`config.mk`:
```
export PLATFORM = sky130hd
export DESIGN_NAME = mdio_master
export DESIGN_NICKNAME = d
export VERILOG_FILES = /design/src/rtl/mdio_pkg.sv /design/src/rtl/mdio_datapath.sv /design/src/rtl/mdio_ctrl.sv /design/src/rtl/mdio_master.sv
export SDC_FILE = /design/constraint.sdc
export NUM_CORES = 1
export LEC_CHECK = 0
export ABC_AREA = 0
export BUFFER_PORTS_ARGS = -buffer_cell sky130_fd_sc_hd__buf_2
export CAP_MARGIN = 20
export CELL_PAD_IN_SITES_DETAIL_PLACEMENT = 0
export CELL_PAD_IN_SITES_GLOBAL_PLACEMENT = 2
export CORE_MARGIN = 5
export CORE_UTILIZATION = 40
export DETAILED_ROUTE_END_ITERATION = 7
export MAX_ROUTING_LAYER = met4
export PLACE_DENSITY = 0.87
export SLEW_MARGIN = 10
export SYNTH_ARGS = -nofsm -noshare
export SYNTH_HDL_FRONTEND = slang
export SYNTH_SLANG_ARGS = --single-unit
```
`constraint.sdc`:
```
create_clock -name clk -period 8.2 [get_ports clk]
set_input_delay 1.64 -clock clk [delete_from_list [all_inputs] [get_ports clk]]
set_output_delay 1.64 -clock clk [all_outputs]
set_load 0.01 [all_outputs]
```
`src/rtl/mdio_pkg.sv`:
```
package mdio_pkg;
  localparam logic [2:0] ADDR_CTRL   = 3'd0;
  localparam logic [2:0] ADDR_USER   = 3'd1;
  localparam logic [2:0] ADDR_ALIVE  = 3'd2;
  localparam logic [2:0] ADDR_MODE   = 3'd3;
  localparam logic [2:0] ADDR_MANUAL = 3'd4;

  typedef struct packed {
    logic        start;
    logic        isRead;
    logic [4:0]  phy;
    logic [4:0]  regAddr;
    logic [15:0] wdata;
  } frameReq_t;

  typedef struct packed {
    logic        done;
    logic        ack;
    logic [15:0] rdata;
  } frameRsp_t;

  typedef enum logic [1:0] {SEQ_IDLE, SEQ_HOST, SEQ_SCAN} seqState_t;
endpackage

```
`src/rtl/mdio_datapath.sv`:
```
module mdio_datapath
  import mdio_pkg::*;
#(
  parameter int DIV_W   = 16,
  parameter int PRE_LEN = 32
) (
  input  logic             clk,
  input  logic             rstN,
  input  frameReq_t        req,
  input  logic [DIV_W-1:0] div,
  input  logic             manualMode,
  input  logic [2:0]       manualIf,
  input  logic             mdioIn,
  output logic             mdc,
  output logic             mdioOut,
  output logic             mdioOe,
  output frameRsp_t        rsp,
  output logic             pinSample
);
  localparam int FRAME_LEN = PRE_LEN + 32;
  localparam int IDX_W     = $clog2(FRAME_LEN);
  localparam logic [IDX_W-1:0] TA_IDX   = IDX_W'(PRE_LEN + 14);
  localparam logic [IDX_W-1:0] ACK_IDX  = IDX_W'(PRE_LEN + 15);
  localparam logic [IDX_W-1:0] DATA_IDX = IDX_W'(PRE_LEN + 16);
  localparam logic [IDX_W-1:0] LAST_IDX = IDX_W'(FRAME_LEN - 1);

  logic [DIV_W-1:0]     phaseCnt, lastCnt, halfCnt;
  logic [DIV_W:0]       periodWide;
  logic                 fallTick, riseTick, genMdc;
  logic                 armed, active, isRead, taSample, doneQ;
  logic [IDX_W-1:0]     idx;
  logic [FRAME_LEN-1:0] shiftReg;
  logic [15:0]          rdata;

  // Phase counter: low half first, falling edge at wrap.
  always_comb begin
    lastCnt    = (div == '0) ? DIV_W'(1) : div;
    periodWide = {1'b0, lastCnt} + 1'b1;
    halfCnt    = periodWide[DIV_W:1];
    fallTick   = phaseCnt >= lastCnt;
    riseTick   = phaseCnt == (halfCnt - 1'b1);
    genMdc     = phaseCnt >= halfCnt;
  end

  always_ff @(posedge clk) begin
    if (!rstN) begin
      phaseCnt  <= '0;
      armed     <= 1'b0;
      active    <= 1'b0;
      isRead    <= 1'b0;
      taSample  <= 1'b1;
      doneQ     <= 1'b0;
      idx       <= '0;
      shiftReg  <= '1;
      rdata     <= '0;
      pinSample <= 1'b0;
    end else begin
      doneQ     <= 1'b0;
      pinSample <= mdioIn;
      phaseCnt  <= fallTick ? '0 : phaseCnt + 1'b1;
      if (req.start) begin
        armed    <= 1'b1;
        isRead   <= req.isRead;
        shiftReg <= {{PRE_LEN{1'b1}}, 2'b01,
                     req.isRead ? 2'b10 : 2'b01,
                     req.phy, req.regAddr,
                     req.isRead ? 2'b11 : 2'b10,
                     req.isRead ? 16'hFFFF : req.wdata};
      end else if (fallTick) begin
        if (armed) begin
          armed  <= 1'b0;
          active <= 1'b1;
          idx    <= '0;
        end else if (active) begin
          if (idx == LAST_IDX) begin
            active <= 1'b0;
            doneQ  <= 1'b1;
          end else begin
            idx      <= idx + 1'b1;
            shiftReg <= {shiftReg[FRAME_LEN-2:0], 1'b1};
          end
        end
      end
      if (active && riseTick) begin
        if (idx == ACK_IDX) taSample <= mdioIn;
        if (idx >= DATA_IDX) rdata <= {rdata[14:0], mdioIn};
      end
    end
  end

  assign mdc     = manualMode ? manualIf[2] : genMdc;
  assign mdioOut = manualMode ? manualIf[0] : (active ? shiftReg[FRAME_LEN-1] : 1'b1);
  assign mdioOe  = manualMode ? manualIf[1] : (active && !(isRead && idx >= TA_IDX));
  assign rsp     = '{done: doneQ, ack: !taSample, rdata: rdata};
endmodule

```
`src/rtl/mdio_ctrl.sv`:
```
module mdio_ctrl
  import mdio_pkg::*;
#(
  parameter int          DIV_W    = 16,
  parameter logic [4:0]  SCAN_REG = 5'd1
) (
  input  logic             clk,
  input  logic             rstN,
  input  logic [2:0]       regAddr,
  input  logic             regWrEn,
  input  logic [31:0]      regWrData,
  output logic [31:0]      regRdData,
  input  frameRsp_t        rsp,
  input  logic             pinSample,
  output frameReq_t        req,
  output logic [DIV_W-1:0] div,
  output logic             manualMode,
  output logic [2:0]       manualIf,
  output logic             idle,
  output logic [31:0]      userReg,
  output logic [31:0]      aliveMap
);
  seqState_t   state;
  logic        enable, uGo, uWrite, uAck, launch;
  logic [4:0]  uReg, uPhy, scanAddr;
  logic [15:0] uData;
  logic [31:0] ctrlWord;
  logic        unusedWr;

  assign unusedWr = ^regWrData[29:26];
  assign idle     = state == SEQ_IDLE;
  assign launch   = idle && enable && !manualMode;
  assign userReg  = {uGo, uWrite, uAck, 3'b000, uReg, uPhy, uData};

  // Host request wins over the sweep at every frame boundary.
  always_comb begin
    req.start   = launch;
    req.isRead  = uGo ? !uWrite : 1'b1;
    req.phy     = uGo ? uPhy : scanAddr;
    req.regAddr = uGo ? uReg : SCAN_REG;
    req.wdata   = uData;
  end

  always_ff @(posedge clk) begin
    if (!rstN) begin
      state <= SEQ_IDLE;  enable <= 1'b0;  div <= '0;
      uGo <= 1'b0;  uWrite <= 1'b0;  uAck <= 1'b0;
      uReg <= '0;  uPhy <= '0;  uData <= '0;
      aliveMap <= '0;  scanAddr <= '0;
      manualMode <= 1'b0;  manualIf <= '0;
    end else begin
      if (regWrEn) begin
        case (regAddr)
          ADDR_CTRL: begin
            enable <= regWrData[30];
            div    <= regWrData[DIV_W-1:0];
          end
          ADDR_USER: if (!uGo) begin
            uGo    <= regWrData[31];
            uWrite <= regWrData[30];
            uAck   <= 1'b0;
            uReg   <= regWrData[25:21];
            uPhy   <= regWrData[20:16];
            uData  <= regWrData[15:0];
          end
          ADDR_MODE:   manualMode <= regWrData[31];
          ADDR_MANUAL: manualIf   <= regWrData[2:0];
          default: ;
        endcase
      end
      case (state)
        SEQ_IDLE: if (launch) state <= uGo ? SEQ_HOST : SEQ_SCAN;
        SEQ_HOST: if (rsp.done) begin
          state <= SEQ_IDLE;
          uGo   <= 1'b0;
          uAck  <= !uWrite && rsp.ack;
          if (!uWrite) uData <= rsp.rdata;
        end
        SEQ_SCAN: if (rsp.done) begin
          state              <= SEQ_IDLE;
          aliveMap[scanAddr] <= rsp.ack;
          scanAddr           <= scanAddr + 1'b1;
        end
        default: state <= SEQ_IDLE;
      endcase
    end
  end

  always_comb begin
    ctrlWord             = '0;
    ctrlWord[31]         = idle;
    ctrlWord[30]         = enable;
    ctrlWord[DIV_W-1:0]  = div;
    case (regAddr)
      ADDR_CTRL:   regRdData = ctrlWord;
      ADDR_USER:   regRdData = userReg;
      ADDR_ALIVE:  regRdData = aliveMap;
      ADDR_MODE:   regRdData = {manualMode, 31'b0};
      ADDR_MANUAL: regRdData = {29'b0, manualIf[2:1], pinSample};
      default:     regRdData = '0;
    endcase
  end
endmodule

```
`src/rtl/mdio_master.sv`:
```
module mdio_master
  import mdio_pkg::*;
#(
  parameter int         DIV_W    = 16,
  parameter int         PRE_LEN  = 32,
  parameter logic [4:0] SCAN_REG = 5'd1
) (
  input  logic        clk,
  input  logic        rstN,
  input  logic [2:0]  regAddr,
  input  logic        regWrEn,
  input  logic [31:0] regWrData,
  output logic [31:0] regRdData,
  output logic        mdc,
  output logic        mdioOut,
  output logic        mdioOe,
  input  logic        mdioIn
);
  frameReq_t        dpReq;
  frameRsp_t        dpRsp;
  logic [DIV_W-1:0] div;
  logic             manualMode, idleFlag, pinSample, frameDone;
  logic [2:0]       manualIf;
  logic [31:0]      userReg, aliveMap;

  assign frameDone = dpRsp.done;

  mdio_ctrl #(.DIV_W(DIV_W), .SCAN_REG(SCAN_REG)) i_ctrl (
    .clk(clk), .rstN(rstN), .regAddr(regAddr), .regWrEn(regWrEn),
    .regWrData(regWrData), .regRdData(regRdData), .rsp(dpRsp),
    .pinSample(pinSample), .req(dpReq), .div(div), .manualMode(manualMode),
    .manualIf(manualIf), .idle(idleFlag), .userReg(userReg), .aliveMap(aliveMap)
  );

  mdio_datapath #(.DIV_W(DIV_W), .PRE_LEN(PRE_LEN)) i_dp (
    .clk(clk), .rstN(rstN), .req(dpReq), .div(div), .manualMode(manualMode),
    .manualIf(manualIf), .mdioIn(mdioIn), .mdc(mdc), .mdioOut(mdioOut),
    .mdioOe(mdioOe), .rsp(dpRsp), .pinSample(pinSample)
  );
endmodule

```
Word-level counts from Yosys, hierarchy flattened
Index checks and enable logic that the tools add are counted.
{"block": "word_totals", "inputBits": 39, "wordCells": 138, "ff_bits": 197, "out_inout_bits": 35}
{"block": "op_classes", "reduce_logical": 33, "n_eq_ne": 14, "n_mux": 49, "magnitude_cmp": 6, "bitwise_logic": 7, "n_addsub": 5}
{"op": "$mux W32", "n": 5}
{"op": "$pmux W32 S5", "n": 1}
{"op": "$mux W16", "n": 8}
{"op": "$bwmux W32", "n": 1}
{"op": "$ge A16 B16 Y1", "n": 2}
{"op": "$mux W1", "n": 23}
{"op": "$mux W6", "n": 3}
{"op": "$add A16 B1 Y17 const B", "n": 1}
{"op": "$add A16 B1 Y16 const B", "n": 1}
{"op": "$eq A16 B16 Y1", "n": 1}
{"op": "$logic_not A16 Y1", "n": 1}
{"op": "$reduce_and A2 Y1", "n": 8}
{"op": "$sub A16 B1 Y16 const B", "n": 1}
{"op": "$eq A6 B6 Y1 const B", "n": 2}
{"op": "$ge A6 B6 Y1 const B", "n": 2}
{"op": "$reduce_and A4 Y1", "n": 3}
{"op": "$mux W5", "n": 2}
{"op": "$mux W2", "n": 4}
{"op": "$logic_and A1 B1 Y1", "n": 7}
{"op": "$not A1 Y1", "n": 7}
{"op": "$add A6 B1 Y6 const B", "n": 1}
{"op": "$eq A3 B2 Y1 const B", "n": 2}
{"op": "$lt A5 B6 Y1 const B", "n": 1}
{"op": "$ne A2 B2 Y1 const B", "n": 3}
{"op": "other kinds (16)", "n": 24}

Depth between registers and ports, before layout
Gate-level depths: netlist of run 1.
{"block": "depth", "word_depth": 7, "depth_mapped": 16, "depth_no_buf": 14}

Cells and area by module
Synthesis of run 1 repeated with hierarchy kept, for this count alone.
{"block": "unflattened", "hier_cells": 1410, "area_unflattened_um2": 11215.8}
{"module": "mdio_datapath", "seq_area_each_um2": 2162.1, "cells_each": 783, "area_per_inst_um2": 6412.4, "instances": 1}
{"module": "mdio_ctrl", "seq_area_each_um2": 1781.7, "cells_each": 627, "area_per_inst_um2": 4803.4, "instances": 1}

Least setup slack after synthesis of run 1
Ideal clock, no wire load.
{"block": "synth_timing", "kind": "register to output", "startpoint": "register i_ctrl.div[2]", "endpoint": "output mdc", "stages_incl_launch_ff": 16, "path_buffers": 1, "t_arrival_ns": 2.929, "setup_slack_ns": 3.631, "t_required_ns": 6.560, "cell_sequence": "dfxtp_1 -> buf_6 -> or4_4 -> nor4_1 -> a21boi_1 -> inv_1 -> ha_1 -> nand2b_1 -> a21o_1 -> a21o_1 -> a21o_1 -> a21o_1 -> a21oi_1 -> nor2b_1 -> o21ai_0 -> a21oi_1"}
{"block": "synth_between", "elab_chain_len": 5}
{"item": "from (decl)", "line_no": "mdio_ctrl.sv:16", "text": "output logic [DIV_W-1:0] div,"}
{"item": "from (signal assigned)", "line_no": "mdio_ctrl.sv:56", "text": "div <= regWrData[DIV_W-1:0];"}
{"item": "$logic_not A16 Y1", "line_no": "mdio_datapath.sv:37", "text": "lastCnt = (div == '0) ? DIV_W'(1) : div;"}
{"item": "$mux W16 *", "line_no": "mdio_datapath.sv:37"}
{"item": "$add A16 B1 Y17 *", "line_no": "mdio_datapath.sv:38", "text": "periodWide = {1'b0, lastCnt} + 1'b1;"}
{"item": "$ge A16 B16 Y1 *", "line_no": "mdio_datapath.sv:42", "text": "genMdc = phaseCnt >= halfCnt;"}
{"item": "$mux W1 *", "line_no": "mdio_datapath.sv:91", "text": "assign mdc = manualMode ? manualIf[2] : genMdc;"}
{"item": "to (decl)", "line_no": "mdio_master.sv:14", "text": "output logic mdc,"}
Every way passes the cells marked *; elsewhere a longest branch is shown, timed or not.

Final worst setup path of run 1
{"block": "layout_timing", "startpoint": "register i_ctrl.div[5]", "endpoint": "output mdc"}
The elaborated chain is that of the path after synthesis.

==> flow_metrics.env, run 1 <==
export IMPL_final_cell_mix="nor2_1 (197), dfxtp_1 (197), nand2_1 (187)"
export IMPL_setup_slack_ns=2.67
export IMPL_grt_pass1_vias=8226
export IMPL_worst_pin_slew_ns=1.13
export IMPL_yosys_area_top_type="dfxtp_1"
export IMPL_p_leak_nw=4.47
export IMPL_intPower_mw=1.53
export IMPL_routed_wl_met2_mm=12.5
export IMPL_r2r_start="i_ctrl.div[0]$_SDFFE_PN0P_"
export IMPL_slowest_stage="or4_1"
export IMPL_yosysWarnings=0
export IMPL_outcome="completed"
export IMPL_grtUsageTotal=0.200
export IMPL_synth_top_family_by_area="simple AND/OR/NAND/NOR gates"
export IMPL_p_sw_frac=0.288
export IMPL_synth_edf_count=0
export IMPL_synth_area_top_cells="dfxtp_1 (39%), mux2i_1 (8.2%), nor2_1 (7.4%)"
export IMPL_crit_buf_inv=2
export IMPL_wirelength_mm=28.0
export IMPL_ctsResizeCount=0
export IMPL_die_h_um=169
export IMPL_max_cap_violations=0
export IMPL_dr_wl_met3_mm=1.45
export IMPL_postRouteAntennaNets=0
export IMPL_synth_avg_cell_area_um2=8.19
export IMPL_drv_slew=0
export IMPL_final_setup_skew_ns=0.0180
export IMPL_hold_buffers=0
export IMPL_setup_tns_ns=0
export IMPL_synth_area_mux_share=0.0857
export IMPL_path_clk_slew_ns=0.09
export IMPL_synthArstFlopShare=0
export IMPL_worstPathArrival_ns=3.89
export IMPL_drt_iter0_markers=416
export IMPL_drt_met1_wl_mm=13.7
export IMPL_worstSetupPathType="flop to primary output"
export IMPL_antenna_found_initial=0
export IMPL_cpMostUsedCell="a21o_1"
export IMPL_rsz0062_at_grt="false"
export IMPL_fin_nets=1334
export IMPL_vias=8559
export IMPL_r2r_slack_ns=3.39
export IMPL_ir_worst_vdd_mv=0.130
export IMPL_hold_viol_final=0
export IMPL_period_minus_slack_ns=5.53
export IMPL_ys_flop_type="dfxtp_1"
export IMPL_reg2reg_depth=14
export IMPL_holdPathStages=2
export IMPL_initial_core_util=0.405
export IMPL_synth_net_count=1319
export IMPL_hp_class="flop to flop"
export IMPL_critPathRequiredTime_ns=6.56
export IMPL_fill_cells=2541
export IMPL_min_to="i_dp.rdata[15]$_SDFFE_PN0P_"
export IMPL_synth_compound_area_frac=0.149
export IMPL_power_share_clock=0.419
export IMPL_synth_seq_cells=197
export IMPL_post_dp_hpwl_mm=19.6
export IMPL_endpoint_kind="primary output"
export IMPL_clkLatencyLatePin_ns=0.44
export IMPL_seq_power_share=0.462
export IMPL_drive_gt1_frac=0.108
export IMPL_root_buffer="clkbuf_16"
export IMPL_drtPass1Iterations=5
export IMPL_max_stage_delay_ns=0.63
export IMPL_path_cells="or4_1 > nor4_1 > a21boi_1 > inv_1 > ha_1 > nand2b_1 > a21o_1 > a21o_1 > a21o_1 > a21o_1 > a21oi_1 > nor2b_1 > o21ai_0 > a21oi_1 > buf_2"
export IMPL_grt_pass1_wl_mm=44.9
export IMPL_areaGrowthSynthToFinish_pct=12.2
export IMPL_post_place_ws_ns=2.99
export IMPL_routedWlPerCell_um=17.5
export IMPL_gr_total_overflow=0
export IMPL_clk_path_buf_depth=2
export IMPL_synthCells=1237
export IMPL_synthesis_area_um2=10100
export IMPL_tritoncts="yes"
export IMPL_grt_max_degree=97
export IMPL_fp_coreArea_um2=25000
export IMPL_power_density_nw_per_um2=189
export IMPL_yosys_area_top_type_share=0.389
export IMPL_ios=74
export IMPL_fmax_ghz=0.181
export IMPL_numCtsBuffers=17
export IMPL_vias_per_cell=5.37
export IMPL_combPwrFrac=0.118
export IMPL_finalNonFillerCells=1595
export IMPL_setup_viol_count_final=0
export IMPL_min_delay_start="i_dp.rdata[15]$_SDFFE_PN0P_"
export IMPL_numPortBuffers=69
export IMPL_synth_adder_area_share=0.0531
export IMPL_slew_headroom=0.244
export IMPL_rr_endpoint="i_dp.rdata[13]$_SDFFE_PN0P_"
export IMPL_cts_setup_buffers=0
export IMPL_htreeDepth=4
export IMPL_drc_errors=0
export IMPL_top_layer_used="met4"
export IMPL_finalCritPeriodShare=0.674
export IMPL_gp_congestion=0.864
export IMPL_place_inst=1559
export IMPL_yosysSeqAreaShare=0.389
export IMPL_switchingPower_uw=617
export IMPL_path_max_fanout=12
export IMPL_path_delay_family="compound AO/OA/AOI/OAI gates"
export IMPL_clock_sinks=197
export IMPL_synthSimpleGateAreaFrac=0.228
export IMPL_antennaDiodeCount=0
export IMPL_yosys_area_share_xor_xnor=0.0496
export IMPL_dieWidth_um=169
export IMPL_design_die_area_um2=28600
export IMPL_rows=58
export IMPL_critPathLaunchType="flop"
export IMPL_synth_cell_types=63
==> synthesized netlist by cell type (4+ instances only) <==
| master | instances |
|---|---|
| nand2b_1 | 9 |
| o21ai_0 | 29 |
| ha_1 | 43 |
| or4_1 | 4 |
| a21o_1 | 12 |
| mux2i_1 | 83 |
| a221o_1 | 30 |
| a31oi_1 | 4 |
| xor2_1 | 15 |
| a311oi_1 | 16 |
| a211oi_1 | 26 |
| nor2_1 | 199 |
| nor4_1 | 6 |
| buf_1 | 6 |
| nor3_1 | 18 |
| and3_1 | 6 |
| a21oi_1 | 72 |
| nand4_1 | 14 |
| nand3b_1 | 4 |
| clkbuf_1 | 73 |
| dfxtp_1 | 197 |
| xnor2_1 | 38 |
| or3_1 | 12 |
| nand3_1 | 29 |
| nor2b_1 | 12 |
| inv_1 | 29 |
| nand2_1 | 187 |
| a22oi_1 | 12 |
==> power groups by stage <==
stage | logic (mW) | clock network (mW) | registers (mW)
floorplan | 0.183 | 0 | 1.00
global placement | 0.250 | 0 | 1.01
detailed placement | 0.251 | 0 | 1.01
CTS | 0.253 | 0.923 | 0.991
global route | 0.283 | 0.965 | 0.994
finish | 0.253 | 0.899 | 0.991
==> final cells by class <==
class | count | area (um^2) | area share
clock buffer | 17 | 425 | 0.0374
multi-input combinational | 925 | 5770 | 0.507
inverter | 30 | 113 | 0.00991
tap | 330 | 413 | 0.0363
timing repair buffer | 81 | 483 | 0.0425
sequential | 197 | 3940 | 0.347
clock inverter | 15 | 220 | 0.0194
==> worst max-delay path by stage <==
stage                                     startpoint                           to  slack (ns)  cells after the start
after floorplan           i_ctrl.div[2]$_SDFFE_PN0P_                          mdc        3.63                     15
after global placement                    regAddr[1]                regRdData[29]        2.94                      5
after detailed placement  i_ctrl.div[0]$_SDFFE_PN0P_  i_dp.rdata[13]$_SDFFE_PN0P_        2.99                     13
after CTS                 i_ctrl.div[5]$_SDFFE_PN0P_                          mdc        2.66                     15
after global routing      i_ctrl.div[5]$_SDFFE_PN0P_                          mdc        2.41                     11
final                     i_ctrl.div[5]$_SDFFE_PN0P_                          mdc        2.67                     15
==> worst register-to-register path, stage by stage, from the launching register on <==
cell,delay (ns)
dfxtp_1,0.45
or2_2,0.38
nand2_1,0.12
a21boi_1,0.48
ha_1,0.31
or3b_2,0.45
mux2i_1,0.59
o21ai_0,0.31
xnor2_1,0.22
nand2_1,0.07
mux2_4,0.29
nand4bb_1,0.27
nor3_4,0.38
buf_8,0.24
mux2i_1,0.21
==> state kept, by name (all words and copies together) (netlist names), 2 cells and up <==
register / flops
i_ctrl.manualIf: 3
i_ctrl.uData: 16
i_ctrl.div: 16
i_ctrl.uPhy: 5
i_ctrl.aliveMap: 32
i_dp.rdata: 16
i_dp.shiftReg: 64
i_ctrl.uReg: 5
i_ctrl.state: 2
i_dp.phaseCnt: 16
i_ctrl.scanAddr: 5
i_dp.idx: 6
==> stage by stage <==
stage,area (um^2),power (mW),hold WS (ns),utilization
6_report,11400,2.14,0.463,0.454
2_1_floorplan,10100,1.19,0.433,-
4_1_cts,11300,2.17,0.459,0.451
3_3_place_gp,10600,1.26,0.440,0.425
5_1_grt,11400,2.24,0.488,0.454
3_5_place_dp,10600,1.26,0.451,0.425
==> layer usage <==
layer | vias to the layer above | GRT usage
met5 | - | -
met3 | 21 | 0.0398
met1 | 4007 | 0.281
li1 | 4331 | -
met4 | 0 | 0.0501
met2 | 200 | 0.297
==> kinds of logic (layout without fill, tap and decap cells) <==
kind of cell,after synthesis,in the layout
compound gates,220,220
xor+xnor,55,55
fa+ha+maj,43,43
buf+inv,115,143
flops,197,197
mux,85,85
simple gates,522,522
Power figures use the tool's default switching activity.
==> run 2: changes to the inputs <==
--- a/config.mk
+++ b/config.mk
@@ -11,10 +11,10 @@
 export CELL_PAD_IN_SITES_DETAIL_PLACEMENT = 0
 export CELL_PAD_IN_SITES_GLOBAL_PLACEMENT = 2
 export CORE_MARGIN = 5
-export CORE_UTILIZATION = 40
+export CORE_UTILIZATION = 33
 export DETAILED_ROUTE_END_ITERATION = 7
 export MAX_ROUTING_LAYER = met4
-export PLACE_DENSITY = 0.87
+export PLACE_DENSITY = 0.77
 export SLEW_MARGIN = 10
 export SYNTH_ARGS = -nofsm -noshare
 export SYNTH_HDL_FRONTEND = slang
==> constraint.sdc (replaced) <==
create_clock -name clk -period 4.8 [get_ports clk]
set_input_delay 0.96 -clock clk [delete_from_list [all_inputs] [get_ports clk]]
set_output_delay 0.96 -clock clk [all_outputs]
set_load 0.01 [all_outputs]
==> flow_metrics.env, run 2 (synthesis gave the netlist of run 1 again) <==
export IMPL_worstPathArrival_ns=3.55
export IMPL_path_clk_slew_ns=0.07
export IMPL_gp_congestion=0.831
export IMPL_setup_tns_ns=0
export IMPL_clk_path_buf_depth=2
export IMPL_root_buffer="clkbuf_16"
export IMPL_wirelength_mm=29.1
export IMPL_rows=64
export IMPL_numCtsBuffers=17
export IMPL_power_density_nw_per_um2=314
export IMPL_fill_cells=3186
export IMPL_drt_iter0_markers=447
export IMPL_critPathLaunchType="flop"
export IMPL_hold_viol_final=0
export IMPL_endpoint_kind="primary output"
export IMPL_ir_worst_vdd_mv=0.243
export IMPL_hp_class="flop to flop"
export IMPL_p_leak_nw=4.58
export IMPL_die_h_um=185
export IMPL_path_cells="or4_4 > nor4_4 > a21boi_2 > inv_1 > ha_1 > nand2b_1 > a21o_1 > a21o_1 > a21o_1 > a21o_1 > a21oi_1 > nor2b_1 > o21ai_0 > a21oi_1 > buf_2"
export IMPL_cpMostUsedCell="a21o_1"
export IMPL_postRouteAntennaNets=0
export IMPL_slew_headroom=0.454
export IMPL_drc_errors=0
export IMPL_grt_pass1_wl_mm=46.2
export IMPL_dieWidth_um=185
export IMPL_tritoncts="yes"
export IMPL_max_cap_violations=0
export IMPL_vias_per_cell=5.14
export IMPL_reg_top3="i_dp.shiftReg (64), i_ctrl.aliveMap (32)"
export IMPL_slowest_stage="or4_4"
export IMPL_critPathRequiredTime_ns=3.84
export IMPL_gr_total_overflow=0
export IMPL_clock_sinks=197
export IMPL_top_register="i_dp.shiftReg"
export IMPL_areaGrowthSynthToFinish_pct=14.7
export IMPL_numPortBuffers=69
export IMPL_final_cell_area_um2=11600
export IMPL_clkLatencyLatePin_ns=0.45
export IMPL_worst_pin_slew_ns=0.818
export IMPL_routedWlPerCell_um=17.3
export IMPL_finalCritPeriodShare=0.939
export IMPL_grt_pass1_vias=8456
export IMPL_drive_gt1_frac=0.125
export IMPL_worstSetupPathType="flop to primary output"
export IMPL_layout_commonest_cell="nor2_1"
export IMPL_outcome="completed"
export IMPL_antenna_found_initial=0
export IMPL_design_die_area_um2=34300
export IMPL_antennaDiodeCount=0
export IMPL_max_stage_delay_ns=0.57
export IMPL_path_delay_family="compound AO/OA/AOI/OAI gates"
export IMPL_initial_core_util=0.333
export IMPL_vias=8640
export IMPL_fmax_ghz=0.222
export IMPL_fin_nets=1354
export IMPL_grt_max_degree=50
export IMPL_post_place_ws_ns=0.510
export IMPL_post_dp_hpwl_mm=21.2
export IMPL_rsz0062_at_grt="false"
export IMPL_ios=74
export IMPL_crit_buf_inv=2
export IMPL_path_max_fanout=9
export IMPL_setup_viol_count_final=0
export IMPL_final_cell_mix="nor2_1 (197), dfxtp_1 (195), nand2_1 (187)"
export IMPL_final_setup_skew_ns=0.0248
export IMPL_drtPass1Iterations=5
export IMPL_detailed_place_area_um2=10900
export IMPL_grtUsageTotal=0.174
export IMPL_hold_buffers=0
export IMPL_setup_slack_ns=0.295
export IMPL_period_minus_slack_ns=4.51
export IMPL_largest_register_ffs=64
export IMPL_htreeDepth=4
export IMPL_drv_slew=0
export IMPL_fp_coreArea_um2=30400
[run 2: cell count changes in the layout (fill, tap and decap cells not counted), sizes merged]
cell	before	now
buf	81	101
clkinvlp	0	1
bufinv	1	0
clkinv	5	8
inv	39	36
[run 2: worst paths after layout]
check	start	to	slack, ns	depth (start not counted)
setup / recovery	i_ctrl.div[2]$_SDFFE_PN0P_	mdc	0.29	15
hold / removal	i_ctrl.aliveMap[31]$_SDFFE_PN0P_	i_ctrl.aliveMap[31]$_SDFFE_PN0P_	0.46	2
setup reg to reg	i_ctrl.div[0]$_SDFFE_PN0P_	i_dp.rdata[0]$_SDFFE_PN0P_	0.69	15
hold reg to reg	i_ctrl.aliveMap[31]$_SDFFE_PN0P_	i_ctrl.aliveMap[31]$_SDFFE_PN0P_	0.46	2
[run 2: area by class of cell]
| class | instances | area [um^2] | share of cell area |
|---|---|---|---|
| sequential | 197 | 3950 | 0.340 |
| clock inverter | 15 | 214 | 0.0184 |
| timing repair buffer | 101 | 626 | 0.0538 |
| multi-input combinational | 925 | 5800 | 0.499 |
| inverter | 30 | 113 | 0.00969 |
| clock buffer | 17 | 425 | 0.0366 |
| tap | 396 | 495 | 0.0426 |
[run 2: routing by layer]
layer,vias up,share of wire,global-route usage
li1,4370,-,-
met1,4087,0.51,0.244
met2,162,0.45,0.270
met3,21,0.034,0.0257
met4,0,0.011,0.0367
met5,-,0,-
[run 2: report_power, final]
part | internal (mW) | switching (mW) | leakage [nW] | total (mW)
clock network | 0.728 | 0.778 | 0.303 | 1.51
registers | 1.66 | 0.0279 | 1.59 | 1.69
logic | 0.183 | 0.271 | 2.69 | 0.454
total | 2.57 | 1.08 | 4.58 | 3.65
[run 2: through the flow]
stage,total power [mW],util,hold WS (ns),std cells
after floorplan,2.03,-,0.433,1237
after global placement,2.18,0.358,0.440,1644
after detailed placement,2.17,0.358,0.445,1645
after CTS,3.69,0.379,0.455,1677
after global routing,3.80,0.382,0.495,1681
final,3.65,0.382,0.458,1681
[run 2: tightest hold or removal path: stages (launching register included)]
cell     delay, ns
dfxtp_1       0.31
nand2_1       0.05
a21oi_1       0.05
[run 2: what timing repair did]
action,CTS,global route
setup buffers,0,2
setup endpoints to repair,0,1
resized for setup,0,7
